--- src/rtl/srx_pkg.sv ---
package srx_pkg;
  typedef enum logic {ST_HUNT = 1'b0, ST_DATA = 1'b1} rx_state_e;
endpackage

--- src/rtl/srx_bit_select.sv ---
module srx_bit_select (
  input  logic rx_bit_i,
  input  logic tx_bit_i,
  input  logic loop_i,
  input  logic invert_i,
  output logic bit_o
);
  always_comb bit_o = (loop_i ? tx_bit_i : rx_bit_i) ^ invert_i;
endmodule

--- src/rtl/srx_sfd_hunt.sv ---
module srx_sfd_hunt #(
  parameter int unsigned SFD_W = 16,
  parameter logic [SFD_W-1:0] SFD = 16'hF3A0
) (
  input  logic clk_i,
  input  logic rst_ni,
  input  logic bit_valid_i,
  input  logic bit_i,
  input  logic hunt_i,
  input  logic clear_i,
  output logic match_o
);
  logic [SFD_W-1:0] sr_q, sr_next;

  always_comb sr_next = {sr_q[SFD_W-2:0], bit_i};

  always_ff @(posedge clk_i or negedge rst_ni) begin
    if (!rst_ni) sr_q <= '0;
    else if (clear_i) sr_q <= '0;
    else if (bit_valid_i && hunt_i) sr_q <= sr_next;
  end

  // raw wire order: earliest bit lands in MSB
  always_comb match_o = hunt_i && bit_valid_i && !clear_i && (sr_next == SFD);
endmodule

--- src/rtl/srx_deser.sv ---
module srx_deser #(
  parameter int unsigned BYTE_W = 8
) (
  input  logic              clk_i,
  input  logic              rst_ni,
  input  logic              bit_valid_i,
  input  logic              bit_i,
  input  logic              active_i,
  input  logic              msb_first_i,
  input  logic              clear_i,
  output logic              byte_strobe_o,
  output logic              byte_valid_o,
  output logic [BYTE_W-1:0] byte_o
);
  localparam int unsigned CNT_W = $clog2(BYTE_W);

  logic [CNT_W-1:0]  cnt_q;
  logic [BYTE_W-1:0] shf_q, shf_next;
  logic              last, take;

  always_comb begin
    shf_next = msb_first_i ? {shf_q[BYTE_W-2:0], bit_i} : {bit_i, shf_q[BYTE_W-1:1]};
    last     = (cnt_q == CNT_W'(BYTE_W - 1));
    take     = active_i && bit_valid_i && !clear_i;
    byte_strobe_o = take && last;
  end

  always_ff @(posedge clk_i or negedge rst_ni) begin
    if (!rst_ni) begin
      cnt_q        <= '0;
      shf_q        <= '0;
      byte_valid_o <= 1'b0;
      byte_o       <= '0;
    end else begin
      byte_valid_o <= 1'b0;
      if (clear_i) begin
        cnt_q <= '0;
      end else if (take) begin
        shf_q <= shf_next;
        cnt_q <= last ? '0 : cnt_q + 1'b1;
        if (last) begin
          byte_valid_o <= 1'b1;
          byte_o       <= shf_next;
        end
      end
    end
  end
endmodule

--- src/rtl/srx_hdr_gate.sv ---
module srx_hdr_gate #(
  parameter int unsigned HDR_W = 4
) (
  input  logic             clk_i,
  input  logic             rst_ni,
  input  logic             clear_i,
  input  logic             active_i,
  input  logic             byte_strobe_i,
  input  logic [HDR_W-1:0] hdr_len_i,
  input  logic             stuff_late_i,
  input  logic             stuff_dis_i,
  input  logic             dcb_cfg_i,
  output logic             crc_en_o,
  output logic             dcb_en_o,
  output logic             destuff_en_o
);
  logic [HDR_W-1:0] hdr_q;
  logic             done;

  always_comb done = (hdr_q >= hdr_len_i);

  always_ff @(posedge clk_i or negedge rst_ni) begin
    if (!rst_ni) hdr_q <= '0;
    else if (clear_i) hdr_q <= '0;
    else if (byte_strobe_i && !done) hdr_q <= hdr_q + 1'b1;
  end

  always_comb begin
    crc_en_o     = active_i && done;
    dcb_en_o     = crc_en_o && dcb_cfg_i;
    destuff_en_o = active_i && !stuff_dis_i && (!stuff_late_i || done);
  end
endmodule

--- src/rtl/srx_front.sv ---
module srx_front #(
  parameter int unsigned SFD_W  = 16,
  parameter logic [SFD_W-1:0] SFD = 16'hF3A0,
  parameter int unsigned BYTE_W = 8,
  parameter int unsigned HDR_W  = 4
) (
  input  logic              clk_i,
  input  logic              rst_ni,
  input  logic              bit_valid_i,
  input  logic              rx_bit_i,
  input  logic              tx_bit_i,
  input  logic              cfg_invert_i,
  input  logic              cfg_loop_i,
  input  logic              cfg_msb_first_i,
  input  logic [HDR_W-1:0]  cfg_hdr_len_i,
  input  logic              cfg_stuff_late_i,
  input  logic              cfg_stuff_dis_i,
  input  logic              cfg_dcb_en_i,
  input  logic              frame_end_i,
  output logic              byte_valid_o,
  output logic [BYTE_W-1:0] byte_o,
  output logic              crc_en_o,
  output logic              dcb_en_o,
  output logic              destuff_en_o
);
  import srx_pkg::*;

  rx_state_e state_q;
  logic      bit_s, match, active, restart, byte_strobe;

  always_comb begin
    active  = (state_q == ST_DATA);
    restart = frame_end_i || match;
  end

  always_ff @(posedge clk_i or negedge rst_ni) begin
    if (!rst_ni) state_q <= ST_HUNT;
    else if (frame_end_i) state_q <= ST_HUNT;
    else if (match) state_q <= ST_DATA;
  end

  srx_bit_select u_sel (
    .rx_bit_i (rx_bit_i),
    .tx_bit_i (tx_bit_i),
    .loop_i   (cfg_loop_i),
    .invert_i (cfg_invert_i),
    .bit_o    (bit_s)
  );

  srx_sfd_hunt #(.SFD_W(SFD_W), .SFD(SFD)) u_hunt (
    .clk_i       (clk_i),
    .rst_ni      (rst_ni),
    .bit_valid_i (bit_valid_i),
    .bit_i       (bit_s),
    .hunt_i      (!active),
    .clear_i     (frame_end_i),
    .match_o     (match)
  );

  srx_deser #(.BYTE_W(BYTE_W)) u_deser (
    .clk_i         (clk_i),
    .rst_ni        (rst_ni),
    .bit_valid_i   (bit_valid_i),
    .bit_i         (bit_s),
    .active_i      (active),
    .msb_first_i   (cfg_msb_first_i),
    .clear_i       (restart),
    .byte_strobe_o (byte_strobe),
    .byte_valid_o  (byte_valid_o),
    .byte_o        (byte_o)
  );

  srx_hdr_gate #(.HDR_W(HDR_W)) u_gate (
    .clk_i         (clk_i),
    .rst_ni        (rst_ni),
    .clear_i       (restart),
    .active_i      (active),
    .byte_strobe_i (byte_strobe),
    .hdr_len_i     (cfg_hdr_len_i),
    .stuff_late_i  (cfg_stuff_late_i),
    .stuff_dis_i   (cfg_stuff_dis_i),
    .dcb_cfg_i     (cfg_dcb_en_i),
    .crc_en_o      (crc_en_o),
    .dcb_en_o      (dcb_en_o),
    .destuff_en_o  (destuff_en_o)
  );
endmodule

--- config.mk ---
export PLATFORM = sky130hd
export DESIGN_NAME = srx_front
export DESIGN_NICKNAME = d
export VERILOG_FILES = /design/src/rtl/srx_pkg.sv /design/src/rtl/srx_bit_select.sv /design/src/rtl/srx_sfd_hunt.sv /design/src/rtl/srx_deser.sv /design/src/rtl/srx_hdr_gate.sv /design/src/rtl/srx_front.sv
export SDC_FILE = /design/constraint.sdc
export NUM_CORES = 1
export LEC_CHECK = 0
export BUFFER_PORTS_ARGS = -buffer_cell sky130_fd_sc_hd__buf_4
export CORE_MARGIN = 5
export CORE_UTILIZATION = 56
export DETAILED_ROUTE_END_ITERATION = 12
export PLACE_DENSITY_LB_ADDON = 0.05
export SLEW_MARGIN = 15
export SYNTH_ARGS = -nofsm -noshare
export SYNTH_HDL_FRONTEND = slang
export SYNTH_HIERARCHICAL = 1
export SYNTH_SLANG_ARGS = --single-unit
--- constraint.sdc ---
create_clock -name clk_i -period 3.1 [get_ports clk_i]
set_clock_uncertainty 0.05 [all_clocks]
set_input_delay 0.775 -clock clk_i [delete_from_list [all_inputs] [get_ports clk_i]]
set_output_delay 0.775 -clock clk_i [all_outputs]
set_load 0.02 [all_outputs]
==> flow_summary.html <==
<table>
<tr><th>Metric</th><th>Value</th></tr>
<tr><th colspan="2">Status</th></tr>
<tr><td>Status</td><td>finished, final reports clean</td></tr>
<tr><th colspan="2">Clocking</th></tr>
<tr><td>Insertion delay of the later-clocked pin in the worst-skew pair</td><td>350 ps</td></tr>
<tr><td>Clock transition at the registers of the reported paths</td><td>110 ps</td></tr>
<tr><td>CTS tree</td><td>built</td></tr>
<tr><td>Maximum level of the CTS H-tree</td><td>2</td></tr>
<tr><td># hold bufs at CTS</td><td>0</td></tr>
<tr><td>Clock tree buffer depth</td><td>2</td></tr>
<tr><td>Num CTS Buffers</td><td>5</td></tr>
<tr><td>Post CTS Setup Buffer Count</td><td>0</td></tr>
<tr><td># clock sinks</td><td>40</td></tr>
<tr><td>Post-cts repair resize count</td><td>0</td></tr>
<tr><td>Root buf cell</td><td>sky130_fd_sc_hd__clkbuf_4</td></tr>
<tr><th colspan="2">Placement</th></tr>
<tr><td>Total of buffers placed on input and output ports</td><td>27</td></tr>
<tr><td>Detailed Place HPWL</td><td>2590 um</td></tr>
<tr><td>Global placer's final weighted congestion</td><td>0.784</td></tr>
<tr><th colspan="2">Timing</th></tr>
<tr><td>Unrepaired setup endpoints after global routing</td><td>false</td></tr>
<tr><td>Setup-failing EPs final</td><td>0</td></tr>
<tr><td>Max Transition Viols Final</td><td>0</td></tr>
<tr><td>Post-route minimum period</td><td>2830 ps</td></tr>
<tr><td>Final TNS setup</td><td>0 ps</td></tr>
<tr><td>Max transition margin</td><td>65.7%</td></tr>
<tr><td>Worst-margin pin slew</td><td>515 ps</td></tr>
<tr><td>Portion of the clock cycle consumed by the worst path in the final layout</td><td>91.3%</td></tr>
<tr><td>Count of endpoints failing hold in the final timing report</td><td>0</td></tr>
<tr><td>Highest Clock Rate</td><td>between 0.3 and 0.4 GHz</td></tr>
<tr><th colspan="2">Critical path</th></tr>
<tr><td>Data required time at the worst endpoint</td><td>2270 ps</td></tr>
<tr><td>Worst Setup End Kind</td><td>output pin</td></tr>
<tr><td>Critical path type</td><td>in2out</td></tr>
<tr><td>Depth of the worst register-to-register path</td><td>9</td></tr>
<tr><td>Kind of launch point of the worst setup path</td><td>input pin</td></tr>
<tr><td>Biggest fanout along the worst timing path</td><td>3</td></tr>
<tr><td>Data arrival time of the critical path</td><td>2010 ps</td></tr>
<tr><th colspan="2">Global routing</th></tr>
<tr><td>Number of antenna violations at the first check in global routing</td><td>0</td></tr>
<tr><td>Largest net degree at the start of global routing</td><td>41</td></tr>
<tr><td>First-pass GRT wire length</td><td>6260 um</td></tr>
<tr><td>Global router's overall resource usage</td><td>15.8%</td></tr>
<tr><td>Total congestion overflow</td><td>0</td></tr>
<tr><td>Vias in the first global route</td><td>1371</td></tr>
<tr><th colspan="2">Die</th></tr>
<tr><td>Core area</td><td>0.00342 sq mm</td></tr>
<tr><td>Die Outline Area</td><td>0.00493 sq mm</td></tr>
<tr><td>Die Wd</td><td>70.2 um</td></tr>
<tr><td>Vertical die dimension</td><td>between 70 and 80 um</td></tr>
<tr><td>Standard-cell rows</td><td>21</td></tr>
<tr><td>Initial core utilization</td><td>approximately three fifths</td></tr>
<tr><td>I/O Pins</td><td>28</td></tr>
<tr><th colspan="2">Final layout</th></tr>
<tr><td>Post-synthesis to final-layout area growth</td><td>13.7%</td></tr>
<tr><td>Commonest non-fill, non-tap cells in the layout</td><td>sky130_fd_sc_hd__dfrtp_1, sky130_fd_sc_hd__buf_4, sky130_fd_sc_hd__nand2_1</td></tr>
<tr><td># diodes</td><td>0</td></tr>
<tr><td>Share of layout cells above drive strength 1</td><td>33.2%</td></tr>
<tr><td>Commonest non-fill, non-tap cell in the layout</td><td>sky130_fd_sc_hd__dfrtp_1</td></tr>
<tr><td>Number of nets in the final layout</td><td>230</td></tr>
<tr><th colspan="2">Synth</th></tr>
<tr><td>Post-synth design cell area</td><td>0.00203 sq mm</td></tr>
<tr><td>Post-Syn Nets</td><td>about 200</td></tr>
<tr><td>Number of instances in the synthesized netlist</td><td>178</td></tr>
<tr><td>Flip-flop and latch count after synthesis</td><td>40</td></tr>
<tr><td>Fraction of registers with async set or reset after synthesis</td><td>100%</td></tr>
<tr><td>Number of warnings printed during yosys synthesis</td><td>6</td></tr>
<tr><td>Post-synthesis sequential area ratio</td><td>roughly half</td></tr>
<tr><td>Mean cell area of the mapped netlist</td><td>11.4 sq um</td></tr>
<tr><td>Library cells used by synthesis</td><td>33</td></tr>
<tr><td>Number of enable-type register cells in the synthesized netlist</td><td>0</td></tr>
<tr><td>Top FF cell, synth</td><td>sky130_fd_sc_hd__dfrtp_1</td></tr>
<tr><th colspan="2">Pwr</th></tr>
<tr><td>Internal power</td><td>661 uW</td></tr>
<tr><td>Maximum vdd ir drop</td><td>between 200 and 300 uV</td></tr>
<tr><td>Part of the power in the clock network</td><td>31.5%</td></tr>
<tr><td>Power density over cell area</td><td>about 370 mW/mm^2</td></tr>
<tr><td>Tot Pwr</td><td>854 uW</td></tr>
<tr><td>Fraction of power consumed by sequential logic</td><td>61.5%</td></tr>
<tr><td>Leakage power of the design</td><td>0.00111 uW</td></tr>
<tr><td>Sw power</td><td>193 uW</td></tr>
<tr><td>Combinational cell fraction of total power</td><td>7.0%</td></tr>
<tr><td>Fraction of power spent switching nets</td><td>22.6%</td></tr>
<tr><th colspan="2">Drt</th></tr>
<tr><td>Via density per instance</td><td>5.43</td></tr>
<tr><td>Routed wire per std cell</td><td>13.7 um</td></tr>
<tr><td>First DRT Iteration DRCs</td><td>65</td></tr>
<tr><td>DRC violation count after routing</td><td>0</td></tr>
<tr><td>1st-pass router iterations</td><td>4</td></tr>
<tr><td>Number of nets still failing antenna checks after routing</td><td>0</td></tr>
<tr><td>Via count</td><td>around 1400</td></tr>
<tr><td>Detailed Route WL</td><td>3480 um</td></tr>
<tr><th colspan="2">Min path</th></tr>
<tr><td>Kind of path behind the tightest hold check</td><td>in2async</td></tr>
<tr><th colspan="2">Flow run</th></tr>
<tr><td>Max-cap violations</td><td>0</td></tr>
</table>
-- logic make-up after synthesis --
logic type      share of synthesized area (%)
simple gates                             14.6
fa+ha+maj                                4.31
mux                                      17.3
compound gates                           8.87
xor+xnor                                0.863
flops                                    49.3
buf+inv                                  4.81
-- power groups by stage --
stage	sequential, uW	combinational (uW)	clock (uW)
2_1_floorplan	535	30.6	0
3_3_place_gp	535	60.2	0
3_5_place_dp	535	61.4	0
4_1_cts	525	61.5	278
5_1_grt	525	68.6	301
6_report	525	60.2	269
-- synthesized netlist by cell type, types with 2 or more instances --
cell                       n  area, sq um
sky130_fd_sc_hd__nand3_1   5         25.0
sky130_fd_sc_hd__nor4_2    2         25.0
sky130_fd_sc_hd__mux2_4   16          240
sky130_fd_sc_hd__mux2i_1   2         20.0
sky130_fd_sc_hd__and4b_1   2         20.0
sky130_fd_sc_hd__buf_2     2         10.0
sky130_fd_sc_hd__or3_1     2         12.5
sky130_fd_sc_hd__o21ai_0   3         15.0
sky130_fd_sc_hd__nor2_1    5         18.8
sky130_fd_sc_hd__buf_6     4         45.0
sky130_fd_sc_hd__and2_1    2         12.5
sky130_fd_sc_hd__ha_1      7         87.6
sky130_fd_sc_hd__a21oi_1  21          105
sky130_fd_sc_hd__a21bo_2   3         30.0
sky130_fd_sc_hd__inv_1     7         26.3
sky130_fd_sc_hd__dfrtp_1  40         1000
sky130_fd_sc_hd__mux2_2    8         90.1
sky130_fd_sc_hd__xnor2_1   2         17.5
sky130_fd_sc_hd__nand2_1  31          116
-- per-stage QoR --
step | area (sq um) | setup WS [ps] | hold WS (ps) | instances | utilization [%]
floorplan | 2030 | 248 | 426 | 178 | -
global placement | 2250 | 228 | 444 | 246 | 65.9
detailed placement | 2250 | 154 | 444 | 246 | 65.9
CTS | 2310 | 275 | 340 | 254 | 67.6
global route | 2310 | 143 | 365 | 254 | 67.6
finish | 2310 | 269 | 324 | 254 | 67.6
-- sequential cells by signal, summed over array words and instances (netlist names) --
| register | count |
|---|---|
| u_deser/byte_o | 8 |
| u_hunt/sr_q | 15 |
| u_deser/byte_valid_o | 1 |
| active | 1 |
| u_deser/shf_q | 8 |
| u_gate/hdr_q | 4 |
| u_deser/cnt_q | 3 |
-- routing by layer --
metal	vias up	GRT usage [%]	wire length, um
met3	6	3.59	136
met1	676	19.3	1460
met4	0	7.02	63
li1	671	-	-
met2	25	26.5	1830
met5	-	0	0
-- critical path, stage by stage --
cell	delay, ps
sky130_fd_sc_hd__buf_4	80
sky130_fd_sc_hd__inv_1	30
sky130_fd_sc_hd__ha_1	280
sky130_fd_sc_hd__o211ai_1	130
sky130_fd_sc_hd__o21ai_0	280
sky130_fd_sc_hd__nor2_1	70
sky130_fd_sc_hd__nor3b_1	190
sky130_fd_sc_hd__buf_4	170
-- area by class of cell --
class                      count  area (sq um)
fill                         288          1110
tap                           46          57.6
clock buffer                   8          58.8
inverter                       7          26.3
sequential                    40          1000
multi-input combinational    122           932
timing repair buffer          31           233
-- worst paths after layout --
kind | end | slack (ps) | from
setup / recovery | destuff_en_o | 270 | cfg_hdr_len_i[3]
max in group asynchronous | u_hunt/sr_q[11] | 2320 | rst_ni
hold reg to reg | u_deser/shf_q[0] | 470 | u_deser/shf_q[0]
min in group clk_i | u_deser/shf_q[0] | 470 | u_deser/shf_q[0]
setup reg to reg | u_gate/hdr_q[3] | 730 | active
hold / removal | u_deser/shf_q[3] | 320 | rst_ni
Power figures use the tool's default switching activity.
